==> src/rtl/tdc_pkg.sv <==
package tdc_pkg;
    typedef enum logic [2:0] {
        ST_IDLE,
        ST_LINE,
        ST_PLO,
        ST_PHI,
        ST_XFER
    } tdc_state_e;
endpackage

==> src/rtl/tdc_lane_map.sv <==
module tdc_lane_map (
    input  logic [2:0] mode,
    input  logic [1:0] idx,
    output logic [2:0] units,
    output logic [1:0] offs
);
    always_comb begin
        case (mode)
            3'd0:             units = 3'd1;
            3'd1, 3'd2, 3'd6: units = 3'd2;
            default:          units = 3'd4;
        endcase
        case (mode)
            3'd1, 3'd5: offs = {1'b0, idx[0]};
            3'd3, 3'd7: offs = {1'b0, idx[1]};
            3'd4:       offs = idx;
            default:    offs = 2'd0;
        endcase
    end
endmodule

==> src/rtl/tdc_seq.sv <==
module tdc_seq
    import tdc_pkg::*;
#(
    parameter int PW     = 16,
    parameter int BW     = 8,
    parameter int DW     = 8,
    parameter int CHARGE = 8
) (
    input  logic             clk,
    input  logic             rst_n,
    input  logic             frame_init,
    input  logic             line_stb,
    input  logic             cfg_indirect,
    input  logic [DW-1:0]    cfg_periph,
    input  logic [PW-1:0]    cfg_tbl_start,
    input  logic [BW-1:0]    cfg_tbl_bank,
    input  logic [BW-1:0]    cfg_dat_bank,
    input  logic [2:0]       units,
    input  logic [1:0]       offs,
    output logic [1:0]       idx,
    output logic             rd_en,
    output logic [BW+PW-1:0] rd_addr,
    input  logic [DW-1:0]    rd_data,
    output logic             pw_en,
    output logic [DW-1:0]    pw_addr,
    output logic [DW-1:0]    pw_data,
    output logic [7:0]       cost,
    output logic             busy,
    output logic             done
);
    localparam logic [7:0] COST_U = 8'(CHARGE);

    typedef struct packed {
        tdc_state_e    st;
        logic [7:0]    line;
        logic [PW-1:0] tptr;
        logic [PW-1:0] dptr;
        logic [1:0]    idx;
        logic          done;
    } seq_t;

    seq_t q, d;
    logic last;

    assign last = ({1'b0, q.idx} == units - 3'd1);

    always_comb begin
        d       = q;
        rd_en   = 1'b0;
        rd_addr = '0;
        pw_en   = 1'b0;
        pw_addr = '0;
        pw_data = '0;
        cost    = 8'd0;
        if (frame_init) begin
            d.st   = ST_IDLE;
            d.line = 8'd0;
            d.tptr = cfg_tbl_start;
            d.idx  = 2'd0;
            d.done = 1'b0;
        end else begin
            case (q.st)
                ST_IDLE: begin
                    if (line_stb && !q.done) begin
                        d.idx = 2'd0;
                        if (q.line[6:0] == 7'd0)
                            d.st = ST_LINE;
                        else if (q.line[7])
                            d.st = ST_XFER;
                        else
                            d.line = q.line - 8'd1;
                    end
                end
                ST_LINE: begin
                    rd_en   = 1'b1;
                    rd_addr = {cfg_tbl_bank, q.tptr};
                    d.tptr  = q.tptr + 1'b1;
                    d.line  = 8'(rd_data);
                    if (rd_data == '0) begin
                        d.done = 1'b1;
                        d.st   = ST_IDLE;
                    end else begin
                        d.st = cfg_indirect ? ST_PLO : ST_XFER;
                    end
                end
                ST_PLO: begin
                    rd_en   = 1'b1;
                    rd_addr = {cfg_tbl_bank, q.tptr};
                    cost    = COST_U;
                    d.tptr  = q.tptr + 1'b1;
                    d.dptr  = {q.dptr[PW-1:8], 8'(rd_data)};
                    d.st    = ST_PHI;
                end
                ST_PHI: begin
                    rd_en   = 1'b1;
                    rd_addr = {cfg_tbl_bank, q.tptr};
                    cost    = COST_U;
                    d.tptr  = q.tptr + 1'b1;
                    d.dptr  = {8'(rd_data), q.dptr[7:0]};
                    d.st    = ST_XFER;
                end
                ST_XFER: begin
                    rd_en   = 1'b1;
                    rd_addr = cfg_indirect ? {cfg_dat_bank, q.dptr + PW'(q.idx)}
                                           : {cfg_tbl_bank, q.tptr + PW'(q.idx)};
                    pw_en   = 1'b1;
                    pw_addr = cfg_periph + DW'(offs);
                    pw_data = rd_data;
                    cost    = COST_U;
                    if (last) begin
                        if (cfg_indirect) d.dptr = q.dptr + PW'(units);
                        else              d.tptr = q.tptr + PW'(units);
                        d.line = q.line - 8'd1;
                        d.st   = ST_IDLE;
                        d.idx  = 2'd0;
                    end else begin
                        d.idx = q.idx + 2'd1;
                    end
                end
                default: d.st = ST_IDLE;
            endcase
        end
    end

    always_ff @(posedge clk or negedge rst_n) begin
        if (!rst_n) begin
            q.st   <= ST_IDLE;
            q.line <= 8'd0;
            q.tptr <= '0;
            q.dptr <= '0;
            q.idx  <= 2'd0;
            q.done <= 1'b0;
        end else begin
            q <= d;
        end
    end

    assign idx  = q.idx;
    assign busy = (q.st != ST_IDLE);
    assign done = q.done;

    AST_QUIET_WHEN_DONE: assert property (@(posedge clk) disable iff (!rst_n)
        q.done |-> !pw_en);
    AST_COST_ON_READ: assert property (@(posedge clk) disable iff (!rst_n)
        (cost != 8'd0) |-> rd_en);
    AST_WRITE_HAS_READ: assert property (@(posedge clk) disable iff (!rst_n)
        pw_en |-> rd_en);
    AST_FETCH_ON_ZERO: assert property (@(posedge clk) disable iff (!rst_n)
        (q.st == ST_IDLE && line_stb && !q.done && q.line[6:0] == 7'd0 && !frame_init)
        |=> (rd_en && !pw_en));
    AST_SKIP_DECREMENTS: assert property (@(posedge clk) disable iff (!rst_n)
        (q.st == ST_IDLE && line_stb && !q.done && q.line[6:0] != 7'd0 && !q.line[7]
         && !frame_init) |=> (q.line == $past(q.line) - 8'd1));
    AST_DIRECT_STEP: assert property (@(posedge clk) disable iff (!rst_n)
        (q.st == ST_XFER && last && !cfg_indirect && !frame_init)
        |=> (q.tptr == $past(q.tptr) + PW'($past(units))));
endmodule

==> src/rtl/tdc_channel.sv <==
module tdc_channel #(
    parameter int PW     = 16,
    parameter int BW     = 8,
    parameter int DW     = 8,
    parameter int CHARGE = 8
) (
    input  logic             clk,
    input  logic             rst_n,
    input  logic             frame_init,
    input  logic             line_stb,
    input  logic [2:0]       cfg_mode,
    input  logic             cfg_indirect,
    input  logic [DW-1:0]    cfg_periph,
    input  logic [PW-1:0]    cfg_tbl_start,
    input  logic [BW-1:0]    cfg_tbl_bank,
    input  logic [BW-1:0]    cfg_dat_bank,
    output logic             rd_en,
    output logic [BW+PW-1:0] rd_addr,
    input  logic [DW-1:0]    rd_data,
    output logic             pw_en,
    output logic [DW-1:0]    pw_addr,
    output logic [DW-1:0]    pw_data,
    output logic [7:0]       cost,
    output logic             busy,
    output logic             done
);
    logic [2:0] units;
    logic [1:0] offs;
    logic [1:0] idx;

    tdc_lane_map u_map (
        .mode  (cfg_mode),
        .idx   (idx),
        .units (units),
        .offs  (offs)
    );

    tdc_seq #(.PW(PW), .BW(BW), .DW(DW), .CHARGE(CHARGE)) u_seq (
        .clk           (clk),
        .rst_n         (rst_n),
        .frame_init    (frame_init),
        .line_stb      (line_stb),
        .cfg_indirect  (cfg_indirect),
        .cfg_periph    (cfg_periph),
        .cfg_tbl_start (cfg_tbl_start),
        .cfg_tbl_bank  (cfg_tbl_bank),
        .cfg_dat_bank  (cfg_dat_bank),
        .units         (units),
        .offs          (offs),
        .idx           (idx),
        .rd_en         (rd_en),
        .rd_addr       (rd_addr),
        .rd_data       (rd_data),
        .pw_en         (pw_en),
        .pw_addr       (pw_addr),
        .pw_data       (pw_data),
        .cost          (cost),
        .busy          (busy),
        .done          (done)
    );
endmodule

==> config.mk <==
export PLATFORM = sky130hd
export DESIGN_NAME = tdc_channel
export DESIGN_NICKNAME = d
export VERILOG_FILES = /design/src/rtl/tdc_pkg.sv /design/src/rtl/tdc_lane_map.sv /design/src/rtl/tdc_seq.sv /design/src/rtl/tdc_channel.sv
export SDC_FILE = /design/constraint.sdc
export NUM_CORES = 1
export LEC_CHECK = 0
export CAP_MARGIN = 20
export CORE_UTILIZATION = 45
export CTS_BUF_LIST = sky130_fd_sc_hd__clkbuf_8
export DETAILED_ROUTE_END_ITERATION = 8
export DONT_BUFFER_PORTS = 1
export GPL_TIMING_DRIVEN = 0
export PLACE_DENSITY = 0.65
export SLEW_MARGIN = 20
export SYNTH_ARGS = -nofsm -noshare
export SYNTH_HDL_FRONTEND = slang
export SYNTH_SLANG_ARGS = --single-unit
==> constraint.sdc <==
create_clock -name clk -period 2.74 [get_ports clk]
set_input_delay 0 -clock clk [delete_from_list [all_inputs] [get_ports clk]]
set_output_delay 0 -clock clk [all_outputs]
set_load 0.005 [all_outputs]
## After elaboration in Yosys (flattened, before gate mapping)

Index checks and enable logic that the tools add are counted.

| storage, ports and cells | value |
|---|---|
| input port bits | 56 |
| bits in writable memories | 0 |
| bits in latches | 0 |
| logic and storage cells | 104 |
| bits in read-only memories | 0 |
| register bits | 46 |
| memories kept | 0 |

| operators by class | value |
|---|---|
| bitwise operators | 3 |
| $add $sub $neg | 9 |
| divide/modulo/power cells | 0 |
| equality and inequality tests | 20 |
| multipliers | 0 |
| muxes and demuxes | 36 |
| reductions and logical operators | 28 |
| shift-type cells | 0 |
| order comparisons | 0 |

Operators by type and width:

| operator | count |
|---|---|
| $mux W8 | 7 |
| $mux W24 | 2 |
| $pmux W16 S3 | 1 |
| $pmux W24 S2 | 1 |
| $mux W43 | 1 |
| $add A16 B2 Y16 | 2 |
| $add A16 B3 Y16 | 2 |
| $mux W16 | 2 |
| $pmux W16 S2 | 1 |
| $mux W27 | 1 |
| $pmux W8 S3 | 1 |
| $add A16 B1 Y16 const B | 1 |
| $eq A3 B3 Y1 const B | 5 |
| $mux W3 | 5 |
| $pmux W3 S5 | 1 |
| $reduce_and A5 Y1 | 3 |
| $eq A3 B2 Y1 const B | 4 |
| $mux W11 | 1 |
| $ne A3 B3 Y1 const B | 3 |
| $reduce_bool A3 Y1 | 3 |
| $reduce_or A3 Y1 | 3 |
| $add A8 B2 Y8 | 1 |
| $logic_not A8 Y1 | 1 |
| $reduce_bool A2 Y1 | 4 |
| 26 further kinds | 40 |

## Depth between registers and ports, before layout

Gate-level depths: netlist of run 1.

| logic depth | value |
|---|---|
| depth after elaboration | 8 |
| mapped depth | 11 |
| gate-level depth less buffers | 9 |

## Hierarchy

A second synthesis of run 1 with hierarchy kept.

| unflattened totals | value |
|---|---|
| cells, all modules | 547 |
| area, all modules | 4,590.7 um^2 |

Modules (own cells, without submodules):

| module | times used | area an instance (um^2) | cells an instance |
|---|---|---|---|
| tdc_seq | 1 | 4,531.8 | 538 |
| tdc_lane_map | 1 | 58.8 | 9 |

## Least setup slack after synthesis of run 1

OpenSTA, ideal clock, no wires.

| timing | value |
|---|---|
| path kind | flip-flop to flip-flop |
| start | reg u_seq.q[43] (netlist bit) |
| end | reg u_seq.q[34] (netlist bit) |
| arrival | 2.686 ns |
| data required time | 2.658 ns |
| path buffers | 2 |
| stages on the path, launching flop included | 11 |
| clock period less this slack | 2.767 ns |
| library setup time | 0.082 ns |
| setup slack | -0.027 ns |
| cells stage by stage | dfrtp_1 -> clkbuf_1 -> nor3b_1 -> clkbuf_1 -> and2_1 -> ha_1 -> a21o_1 -> a21oi_1 -> nand2b_1 -> or4_1 -> a31oi_1 |

| between the ends | value |
|---|---|
| word-level cells in the longest chain between the ends | 4 |
| elaborated cells between the ends (all ways) | 11 |
| classes of those cells | eq/ne (6); mux (2); reduce/logical (3) |

Ends and longest elaborated chain:

| item | RTL line | text |
|---|---|---|
| start: declaration | tdc_seq.sv:42 | `seq_t q, d;` |
| $eq A3 B1 Y1 / $eq A3 B2 Y1 (equally long branches) | tdc_seq.sv:62 | `case (q.st)` |
| $reduce_or A3 Y1 (no line) | -- |  |
| $pmux W16 S2 / $reduce_bool A3 Y1 (equally long branches) | -- |  |
| $mux W27 / $reduce_and A3 Y1 (equally long branches) | -- |  |

Parallel ways exist; a longest one is shown, timed or not.
A chain may end at the register's enable or synchronous reset.

## Worst setup path after layout of run 1

| timing | value |
|---|---|
| start | in cfg_indirect |
| end | out rd_addr[7] |

| between the ends | value |
|---|---|
| word-level cells in the longest chain between the ends | 3 |

Ends and longest elaborated chain:

| item | RTL line | text |
|---|---|---|
| start: declaration | tdc_channel.sv:12 | `input logic cfg_indirect,` |
| $mux W24 | tdc_seq.sv:104 | `rd_addr = cfg_indirect ? {cfg_dat_bank, q.dptr + PW'(q.idx)}` |
| $pmux W24 S2 | tdc_seq.sv:62 |  |
| $mux W24 | tdc_seq.sv:55 | `if (frame_init) begin` |
| end: declaration | tdc_channel.sv:18 | `output logic [BW+PW-1:0] rd_addr,` |

No other way between the ends.

==> out/results.tsv, run 1 <==
stage	metric	value	unit
critical_path	critical path launch point type	primary input	
die	Row Count	36	
clock_tree	H-tree depth	2	
logic_synthesis	Synth cell types	73	
sta	Max Freq	382	MHz
drt	initial DRC count	428	
logic_synthesis	Yosys warning count	0	
global_route	GRT Residual Overflow	0	
die	initial core utilization	0.466	
sta	RSZ-0062 raised after global routing	false	
sta	Slew @ Worst Pin	0.913	ns
critical_path	CP arrival	2.62	ns
drt	WL/cell	20.6	um
logic_synthesis	Mapped Area	4550	um^2
critical_path	CP Max Fanout	10	
logic_synthesis	EDFF count, synth	0	
finish	synth-to-layout area growth	14.2	%
pwr	Pleak	0.00203	uW
pwr	Power Total	3800	uW
critical_path	slowest cell on the critical path	a2111oi_1	
logic_synthesis	dominant cell type by area after synthesis	dfrtp_1	
run	Max-Cap Viols	0	
drt	vias	4938	
placed_design	input/output buffers	0	
sta	Rel. slew slack	0.390	
critical_path	delay-heaviest family, CP	compound AO/OA/AOI/OAI gates	
drt	Pre-antenna DRT Iters	7	
drt	Routed WL	15800	um
die	Die Y	103	um
critical_path	Setup crit end kind	primary output	
logic_synthesis	sequential share of the synthesized area	0.253	
logic_synthesis	Avg Inst Size Synth	7.70	um^2
clock_tree	CTS Buf Count	5	
logic_synthesis	Cells after Synth	591	
placed_design	dpl cell area	4750	um^2
clock_tree	Clk pin slew, worst setup/hold paths	0.10	ns
critical_path	CP peak stage delay	0.48	ns
global_route	GRT Total Usage	0.305	
pwr	power per standard cell area	731	nW/um^2
clock_tree	CTS Root Buffer Type	clkbuf_8	
logic_synthesis	most common cell in the netlist	nand2_1	
global_route	pin count of the biggest net entering global routing	47	
finish	design area	5200	um^2
sta	fin crit period	2.62	ns
global_route	vias in the first global route	4613	
placed_design	DP Wirelength	11500	um
die	Ports	108	
sta	hold_ws	0.0206	ns
clock_tree	Clock Latency Late Sink	0.30	ns
drt	Final ANT Viol Nets	0	
finish	Layout Nets	703	
outcome	status	complete, no violations	
die	Core Area	9770	um^2
critical_path	worst path bufs/invs	3	
clock_tree	CTS tree	yes	
critical_path	critical path class	in2out	
die	die area	10500	um^2
drt	drt drc	0	
die	die width	103	um
sta	Final Skew	0.00654	ns
hold_path	worst min-delay path class	in2reg	
sta	Fin. Hold Viols	0	
pwr	Max VDD drop	0.531	mV
logic_synthesis	Top FF cell, synth	dfrtp_1	
critical_path	WP data required	2.74	ns
global_route	initial antenna violation count	0	
logic_synthesis	most frequent cells after synthesis	nand2_1, nor2_1, dfrtp_1, o21ai_0, clkbuf_1	
placed_design	global placement routability congestion	0.941	
global_route	first-pass GRT wire length	24700	um
logic_synthesis	Yosys reg bits	46	
finish	final core utilization	0.532	
logic_synthesis	Yosys top cell area share	0.253	
sta	Final period util	0.956	
clock_tree	Sink Count	46	
logic_synthesis	Synth area leaders	dfrtp_1, nand2_1, o21ai_0	
clock_tree	maximum clock path buffer count	2	
sta	fin. max-slew vios	0	
drt	DR vias/cell	6.46	
finish	fraction of layout cells with a size suffix above 1	0.0856	
critical_path	crit-path cells	clkbuf_2 > buf_2 > clkbuf_4 > mux2_2 > ha_1 > a21oi_1 > a2111oi_1 > xnor2_1 > a22oi_1 > o21ai_0	
finish	diodes inserted	0	
logic_synthesis	post-synthesis async set-or-reset flop share	1.00	
sta	final setup violation count	0	
[where the power goes]
group	internal (uW)	switching, uW	total (uW)
clock network	270	269	538
logic	857	1410	2270
registers	826	169	995
[layout by cell type, fill, tap and decap left out, types with 12 or more instances in the layout]
cell / instances
dfrtp_1: 45
ha_1: 13
a31oi_1: 14
o31ai_1: 16
a211oi_1: 13
inv_1: 19
and2_1: 12
nor2_1: 52
a22o_1: 15
dlygate4sd3_1: 25
nand3_1: 21
a21oi_1: 24
nand2_1: 63
clkbuf_1: 25
o21ai_0: 43
[cells by family after synthesis]
kind of cell	count (synthesis)	synth area share
other cells	1	0.000824
compound gates	203	0.311
fa+ha+maj	17	0.0533
buf+inv	66	0.0632
mux	16	0.0365
flops	46	0.253
simple gates	222	0.243
xor+xnor	20	0.0385
[layout make-up]
cell class	instances	area, um^2
plain buffers	45	230
clock buffers	5	68.8
clock inverters	3	40.0
fillers	965	4570
inverters	20	75.1
multi-input cells	485	3180
flip-flops and latches	46	1150
well taps	133	166
repair buffers	27	285
[what timing repair did]
| action | CTS | global route |
|---|---|---|
| setup buffers | 1 | 0 |
| setup endpoints to repair | 45 | 32 |
| hold buffers | 26 | 0 |
| endpoints found under the hold margin | 80 | 0 |
| pin swaps | 1 | 0 |
| resized for setup | 12 | 16 |
[through the flow]
stage / std cells / worst slack, ns / setup TNS, ns
finish: 764 / 0.119 / 0
floorplan: 597 / 0.119 / 0
global route: 764 / 0.00392 / 0
CTS: 765 / 0.0233 / 0
detailed placement: 730 / -0.578 / -10.20
global placement: 730 / -0.543 / -8.55
[metal layers]
layer / global-route usage / up-vias / routed length [um] / part of all wire
li1: - / 2290 / - / -
met2: 0.463 / 275 / 6860 / 0.44
met3: 0.0481 / 33 / 1430 / 0.091
met5: 0 / - / 0 / 0
met1: 0.437 / 2340 / 6970 / 0.44
met4: 0.107 / 0 / 500 / 0.032
[flip-flops by register name, summed over array words and instances, names as in the netlist]
register    cells
u_seq.q        43
u_seq.idx       2
u_seq.done      1
[worst reg2reg max path, stage by stage, from the launching register on]
cell and delay [ns]:
dfrtp_2 0.47, clkbuf_4 0.21, nor3b_4 0.25, buf_6 0.17, nand2_1 0.10, ha_1 0.23
fa_1 0.42, a21o_1 0.26, nand3_1 0.11, o21ai_0 0.08, a31oi_1 0.19
[final timing paths]
path	to	depth (start not counted)	startpoint	slack, ns
max in group asynchronous	u_seq.q[43]$_DFFE_PN0P_	2	rst_n	2.28
min in group asynchronous	u_seq.q[38]$_DFFE_PN0P_	2	rst_n	0.22
max	rd_addr[7]	10	cfg_indirect	0.12
max reg2reg	u_seq.q[29]$_DFFE_PN0P_	10	u_seq.q[43]$_DFFE_PN0P_	0.18
min	u_seq.q[43]$_DFFE_PN0P_	3	line_stb	0.02
min reg2reg	u_seq.q[18]$_DFFE_PN0P_	1	u_seq.q[18]$_DFFE_PN0P_	0.57
No activity file was read; power rests on OpenSTA's default activity.
==> inputs of run 2 (changes only) <==
--- a/config.mk
+++ b/config.mk
@@ -11,7 +11,7 @@
 export DETAILED_ROUTE_END_ITERATION = 8
 export DONT_BUFFER_PORTS = 1
 export GPL_TIMING_DRIVEN = 0
-export PLACE_DENSITY = 0.65
+export PLACE_DENSITY = 0.66
 export SLEW_MARGIN = 20
 export SYNTH_ARGS = -nofsm -noshare
 export SYNTH_HDL_FRONTEND = slang
==> out/results.tsv, run 2 (synthesis gave the netlist of run 1 again) <==
stage	metric	value	unit
finish	synth-to-layout area growth	13.7	%
drt	WL/cell	20.1	um
placed_design	global placement routability congestion	0.981	
global_route	first-pass GRT wire length	24100	um
clock_tree	CTS tree	yes	
outcome	status	complete, no violations	
finish	fraction of layout cells with a size suffix above 1	0.0808	
drt	drt drc	0	
clock_tree	H-tree depth	2	
pwr	Max VDD drop	0.421	mV
sta	Slew @ Worst Pin	0.892	ns
finish	final core utilization	0.529	
sta	RSZ-0062 raised after global routing	false	
placed_design	input/output buffers	0	
pwr	Pleak	0.00202	uW
drt	Routed WL	15400	um
pwr	Gate power share	0.610	
finish	Multi-input gate area	3170	um^2
critical_path	critical path launch point type	flop	
die	Row Count	36	
finish	register area	1150	um^2
critical_path	worst path bufs/invs	2	
drt	Final ANT Viol Nets	0	
critical_path	Setup crit end kind	primary output	
critical_path	crit-path cells	or4b_1 > clkbuf_1 > nor2_1 > or2_2 > clkbuf_1 > a22o_1	
drt	Pre-antenna DRT Iters	5	
global_route	GRT Total Usage	0.296	
finish	non-filler cells, final	764	
clock_tree	Clock Latency Late Sink	0.30	ns
critical_path	CP arrival	2.60	ns
sta	Rel. slew slack	0.404	
critical_path	WP data required	2.74	ns
clock_tree	CTS Root Buffer Type	clkbuf_8	
die	Die Y	103	um
global_route	GRT Residual Overflow	0	
hold_path	worst min-delay path class	in2reg	
run	Max-Cap Viols	0	
placed_design	# placed instances	730	
clock_tree	Sink Count	46	
sta	fin crit period	2.60	ns
pwr	switching share of power	0.489	
sta	Final period util	0.950	
global_route	vias in the first global route	4662	
critical_path	Top cell by count, worst path	clkbuf_1	
drt	vias	4997	
sta	Final WS setup	0.137	ns
global_route	pin count of the biggest net entering global routing	47	
sta	Final Skew	0.00929	ns
critical_path	delay-heaviest family, CP	simple AND/OR/NAND/NOR gates	
sta	final setup violation count	0	
pwr	Net Switching	1800	uW
finish	Layout Nets	705	
clock_tree	maximum clock path buffer count	2	
pwr	Clock power frac	0.120	
finish	max reg flops	43	
finish	diodes inserted	0	
die	die width	103	um
drt	DR vias/cell	6.54	
global_route	initial antenna violation count	0	
pwr	Int Pwr	1880	uW
clock_tree	Clk pin slew, worst setup/hold paths	0.09	ns
finish	number of fill cells	948	
die	Core Area	9770	um^2
pwr	power per standard cell area	711	nW/um^2
pwr	Seq pwr share	0.270	
drt	initial DRC count	384	
finish	most frequent cells in the layout	nand2_1, nor2_1, dfrtp_1, o21ai_0	
placed_design	pre-CTS setup slack	-0.547	ns
die	die area	10500	um^2
clock_tree	CTS Buf Count	5	
sta	Max Freq	384	MHz
critical_path	slowest cell on the critical path	or4b_1	
critical_path	CP peak stage delay	0.50	ns
die	initial core utilization	0.466	
finish	largest reg by FF count	u_seq.q	
sta	Fin. Hold Viols	0	
finish	commonest non-fill, non-tap cell in the layout	nand2_1	
finish	Largest regs	u_seq.q: 43 flops, u_seq.idx: 2 flops, u_seq.done: 1 flops	
critical_path	critical path class	reg2out	
placed_design	DP Wirelength	11400	um
die	Ports	108	
critical_path	CP Max Fanout	8	
sta	fin. max-slew vios	0	
-- run 2: worst paths after layout --
path                                          from                      end  slack (ns)  cells after the start
setup reg to reg           u_seq.q[43]$_DFFE_PN0P_  u_seq.q[34]$_DFFE_PN0P_        0.18                     10
min in group asynchronous                    rst_n  u_seq.q[20]$_DFFE_PN0P_        0.20                      2
max in group asynchronous                    rst_n   u_seq.q[6]$_DFFE_PN0P_        2.30                      2
hold / removal                          rd_data[7]  u_seq.q[42]$_DFFE_PN0P_        0.03                      4
setup / recovery           u_seq.q[43]$_DFFE_PN0P_              rd_addr[19]        0.14                      6
hold reg to reg            u_seq.q[18]$_DFFE_PN0P_  u_seq.q[18]$_DFFE_PN0P_        0.56                      1
-- run 2: per-stage QoR --
stage | hold slack [ns] | total power (uW) | TNS, ns | cell area, um^2
2_1_floorplan | -0.296 | 2560 | 0 | 4580
3_5_place_dp | -0.293 | 3080 | -8.70 | 4750
5_1_grt | 0.0299 | 3970 | 0 | 5170
4_1_cts | 0.00239 | 3610 | 0 | 5150
6_report | 0.0335 | 3680 | 0 | 5170
3_3_place_gp | -0.293 | 3040 | -8.75 | 4750
-- run 2: tightest hold or removal path, cell delays in order --
cell,delay (ns)
o2bb2ai_1,0.10
o21ai_0,0.07
nor2_1,0.08
a211oi_1,0.05
-- run 2: area by class of cell --
cell class                      count  area share
Inverter                           20      0.0145
Multi-Input combinational cell    485       0.613
Timing Repair Buffer               28      0.0571
Tap cell                          133      0.0322
Buffer                             46      0.0442
Clock buffer                        6      0.0160
Sequential cell                    46       0.223
-- run 2: timing repair --
| action | CTS | global route |
|---|---|---|
| endpoints found under the hold margin | 79 | 0 |
| buffers inserted | 1 | 0 |
| resized for setup | 11 | 13 |
| hold buffers | 27 | 0 |
| setup endpoints to repair | 39 | 37 |
| pin swaps | 1 | 0 |
-- run 2: per-layer routing --
| metal | track usage | part of all wire | up-vias |
|---|---|---|---|
| li1 | - | - | 2289 |
| met3 | 0.0515 | 0.086 | 51 |
| met1 | 0.397 | 0.43 | 2382 |
| met4 | 0.118 | 0.036 | 0 |
| met2 | 0.472 | 0.45 | 275 |
| met5 | 0 | 0 | - |
-- run 2: power groups by stage --
stage	Combinational, uW	Clock (uW)	Sequential, uW
4_1_cts	2190	446	983
3_5_place_dp	2080	0	997
3_3_place_gp	2040	0	991
5_1_grt	2480	477	1010
6_report	2240	442	993
2_1_floorplan	1620	0	941
==> inputs of run 3 (changes only) <==
==> constraint.sdc (replaced) <==
create_clock -name clk -period 2.74 [get_ports clk]
set_input_delay 0 -clock clk [delete_from_list [all_inputs] [get_ports clk]]
set_output_delay 0 -clock clk [all_outputs]
set_load 0.1 [all_outputs]
==> out/results.tsv, run 3 (synthesis gave the netlist of run 1 again) <==
stage	metric	value	unit
clock_tree	Sink Count	46	
sta	Final Skew	0.0164	ns
critical_path	crit-path cells	mux2_4 > ha_4 > a21oi_4 > nor2_4 > o211ai_1 > o21ba_2 > o31ai_4	
sta	fin. max-slew vios	0	
global_route	pin count of the biggest net entering global routing	47	
clock_tree	maximum clock path buffer count	2	
placed_design	# placed instances	730	
finish	diodes inserted	0	
critical_path	WP data required	2.74	ns
clock_tree	Clk pin slew, worst setup/hold paths	0.10	ns
sta	RSZ-0062 raised after global routing	true	
die	Ports	108	
finish	largest reg by FF count	u_seq.q	
critical_path	flop-to-flop setup slack	0.19	ns
finish	most frequent cells in the layout	nand2_1, nor2_1, dfrtp_1, o21ai_0, dlygate4sd3_1	
die	die width	103	um
clock_tree	CTS Root Buffer Type	clkbuf_8	
placed_design	pre-CTS setup slack	-0.613	ns
sta	Rel. slew slack	0.275	
outcome	status	complete, but fails checks	
finish	non-filler cells, final	761	
sta	fin crit period	2.85	ns
global_route	initial antenna violation count	0	
die	Row Count	36	
placed_design	DP Wirelength	11500	um
sta	setup_tns	-0.135	ns
die	die area	10500	um^2
finish	Layout Nets	700	
sta	Final WS setup	-0.113	ns
critical_path	Setup crit end kind	primary output	
clock_tree	CTS Buf Count	5	
global_route	vias in the first global route	4736	
finish	Largest regs	u_seq.q: 43 flops, u_seq.idx: 2 flops, u_seq.done: 1 flops	
pwr	Power Total	5070	uW
clock_tree	CTS tree	yes	
sta	Max Freq	351	MHz
drt	Top Metal Used	met4	
drt	DR vias/cell	6.49	
sta	Slew @ Worst Pin	1.09	ns
drt	drt drc	0	
finish	commonest non-fill, non-tap cell in the layout	nand2_1	
critical_path	CP arrival	2.85	ns
pwr	Max VDD drop	0.509	mV
drt	M1 wire length	6880	um
critical_path	critical path class	reg2out	
sta	Fin. Hold Viols	0	
drt	Pre-antenna DRT Iters	5	
placed_design	dpl cell area	4900	um^2
critical_path	CP peak stage delay	0.93	ns
critical_path	critical path launch point type	flop	
die	Die Y	103	um
finish	number of fill cells	913	
clock_tree	H-tree depth	2	
pwr	power per standard cell area	912	nW/um^2
sta	final setup violation count	4	
run	Max-Cap Viols	0	
drt	Final ANT Viol Nets	0	
drt	WL/cell	20.9	um
drt	vias	4937	
global_route	GRT Residual Overflow	0	
hold_path	worst min-delay path class	in2reg	
global_route	GRT Total Usage	0.309	
drt	Routed WL	15900	um
clock_tree	Clock Latency Late Sink	0.32	ns
pwr	Pleak	0.00217	uW
placed_design	global placement routability congestion	0.937	
global_route	first-pass GRT wire length	24900	um
critical_path	slowest cell on the critical path	o31ai_4	
placed_design	input/output buffers	0	
drt	metal2 WL	7500	um
critical_path	CP Max Fanout	4	
die	initial core utilization	0.466	
finish	design area	5560	um^2
drt	initial DRC count	382	
outcome	failing checks	setup timing	
finish	max reg flops	43	
finish	fraction of layout cells with a size suffix above 1	0.178	
finish	synth-to-layout area growth	22.1	%
drt	metal3 WL	1230	um
sta	Final period util	1.04	
die	Core Area	9770	um^2
## run 3: cell types whose count changed in the layout (fill, tap and decap cells not counted), sizes merged
cell,change
buf,+6
clkbuf,-11
clkinv,+2
dlygate4sd3,-1
inv,+1
## run 3: worst paths after layout
| check | from | to | cells past startpoint |
|---|---|---|---|
| hold reg to reg | u_seq.q[41]$_DFFE_PN0P_ | u_seq.q[41]$_DFFE_PN0P_ | 2 |
| setup / recovery | u_seq.q[4]$_DFFE_PN0P_ | rd_addr[15] | 7 |
| max in group asynchronous | rst_n | u_seq.idx[1]$_DFFE_PN0P_ | 2 |
| hold / removal | rd_data[7] | u_seq.q[42]$_DFFE_PN0P_ | 4 |
| min in group asynchronous | rst_n | u_seq.q[25]$_DFFE_PN0P_ | 2 |
| setup reg to reg | u_seq.q[44]$_DFFE_PN0P_ | u_seq.q[34]$_DFFE_PN0P_ | 10 |
## run 3: routing by layer
layer  up-vias  global-route usage
li1       2285                   -
met1      2409               0.415
met2       214               0.510
met3        29              0.0583
met4         0              0.0813
met5         -                   0
## run 3: stage by stage
step / utilization / hold slack (ns)
2_1_floorplan: - / -0.296
3_3_place_gp: 0.500 / -0.292
3_5_place_dp: 0.501 / -0.293
4_1_cts: 0.565 / 0.0267
5_1_grt: 0.569 / 0.0402
6_report: 0.569 / 0.0377
## run 3: report_power, final
group / leakage [uW] / total [uW] / switching (uW) / internal (uW)
Clock: 0.0000493 / 453 / 275 / 178
Combinational: 0.00155 / 3560 / 2550 / 1000
Sequential: 0.000575 / 1060 / 233 / 828
Total: 0.00217 / 5070 / 3060 / 2010
## run 3: cell type report
type	count	area [um^2]	share of cell area
sequential	46	1160	0.208
timing repair buffer	33	330	0.0594
clock buffer	5	68.8	0.0124
buffer	36	215	0.0387
inverter	20	75.1	0.0135
clock inverter	3	17.5	0.00315
tap	133	166	0.0299
multi-input combinational	485	3530	0.635
## run 3: repair_timing
action / CTS / global route
hold buffers: 26 / 0
resized for setup: 64 / 18
cloned: 0 / 0
pin swaps: 11 / 8
hold endpoints to repair: 81 / 0
setup endpoints to repair: 57 / 37
buffers inserted: 6 / 1
## run 3: worst max-delay path: cells and delay by family, from the launching register on
kind	cells	cell delay (ns)
compound gates	4	1.40
fa+ha+maj	1	0.28
flops	1	0.44
mux	1	0.29
simple gates	1	0.12
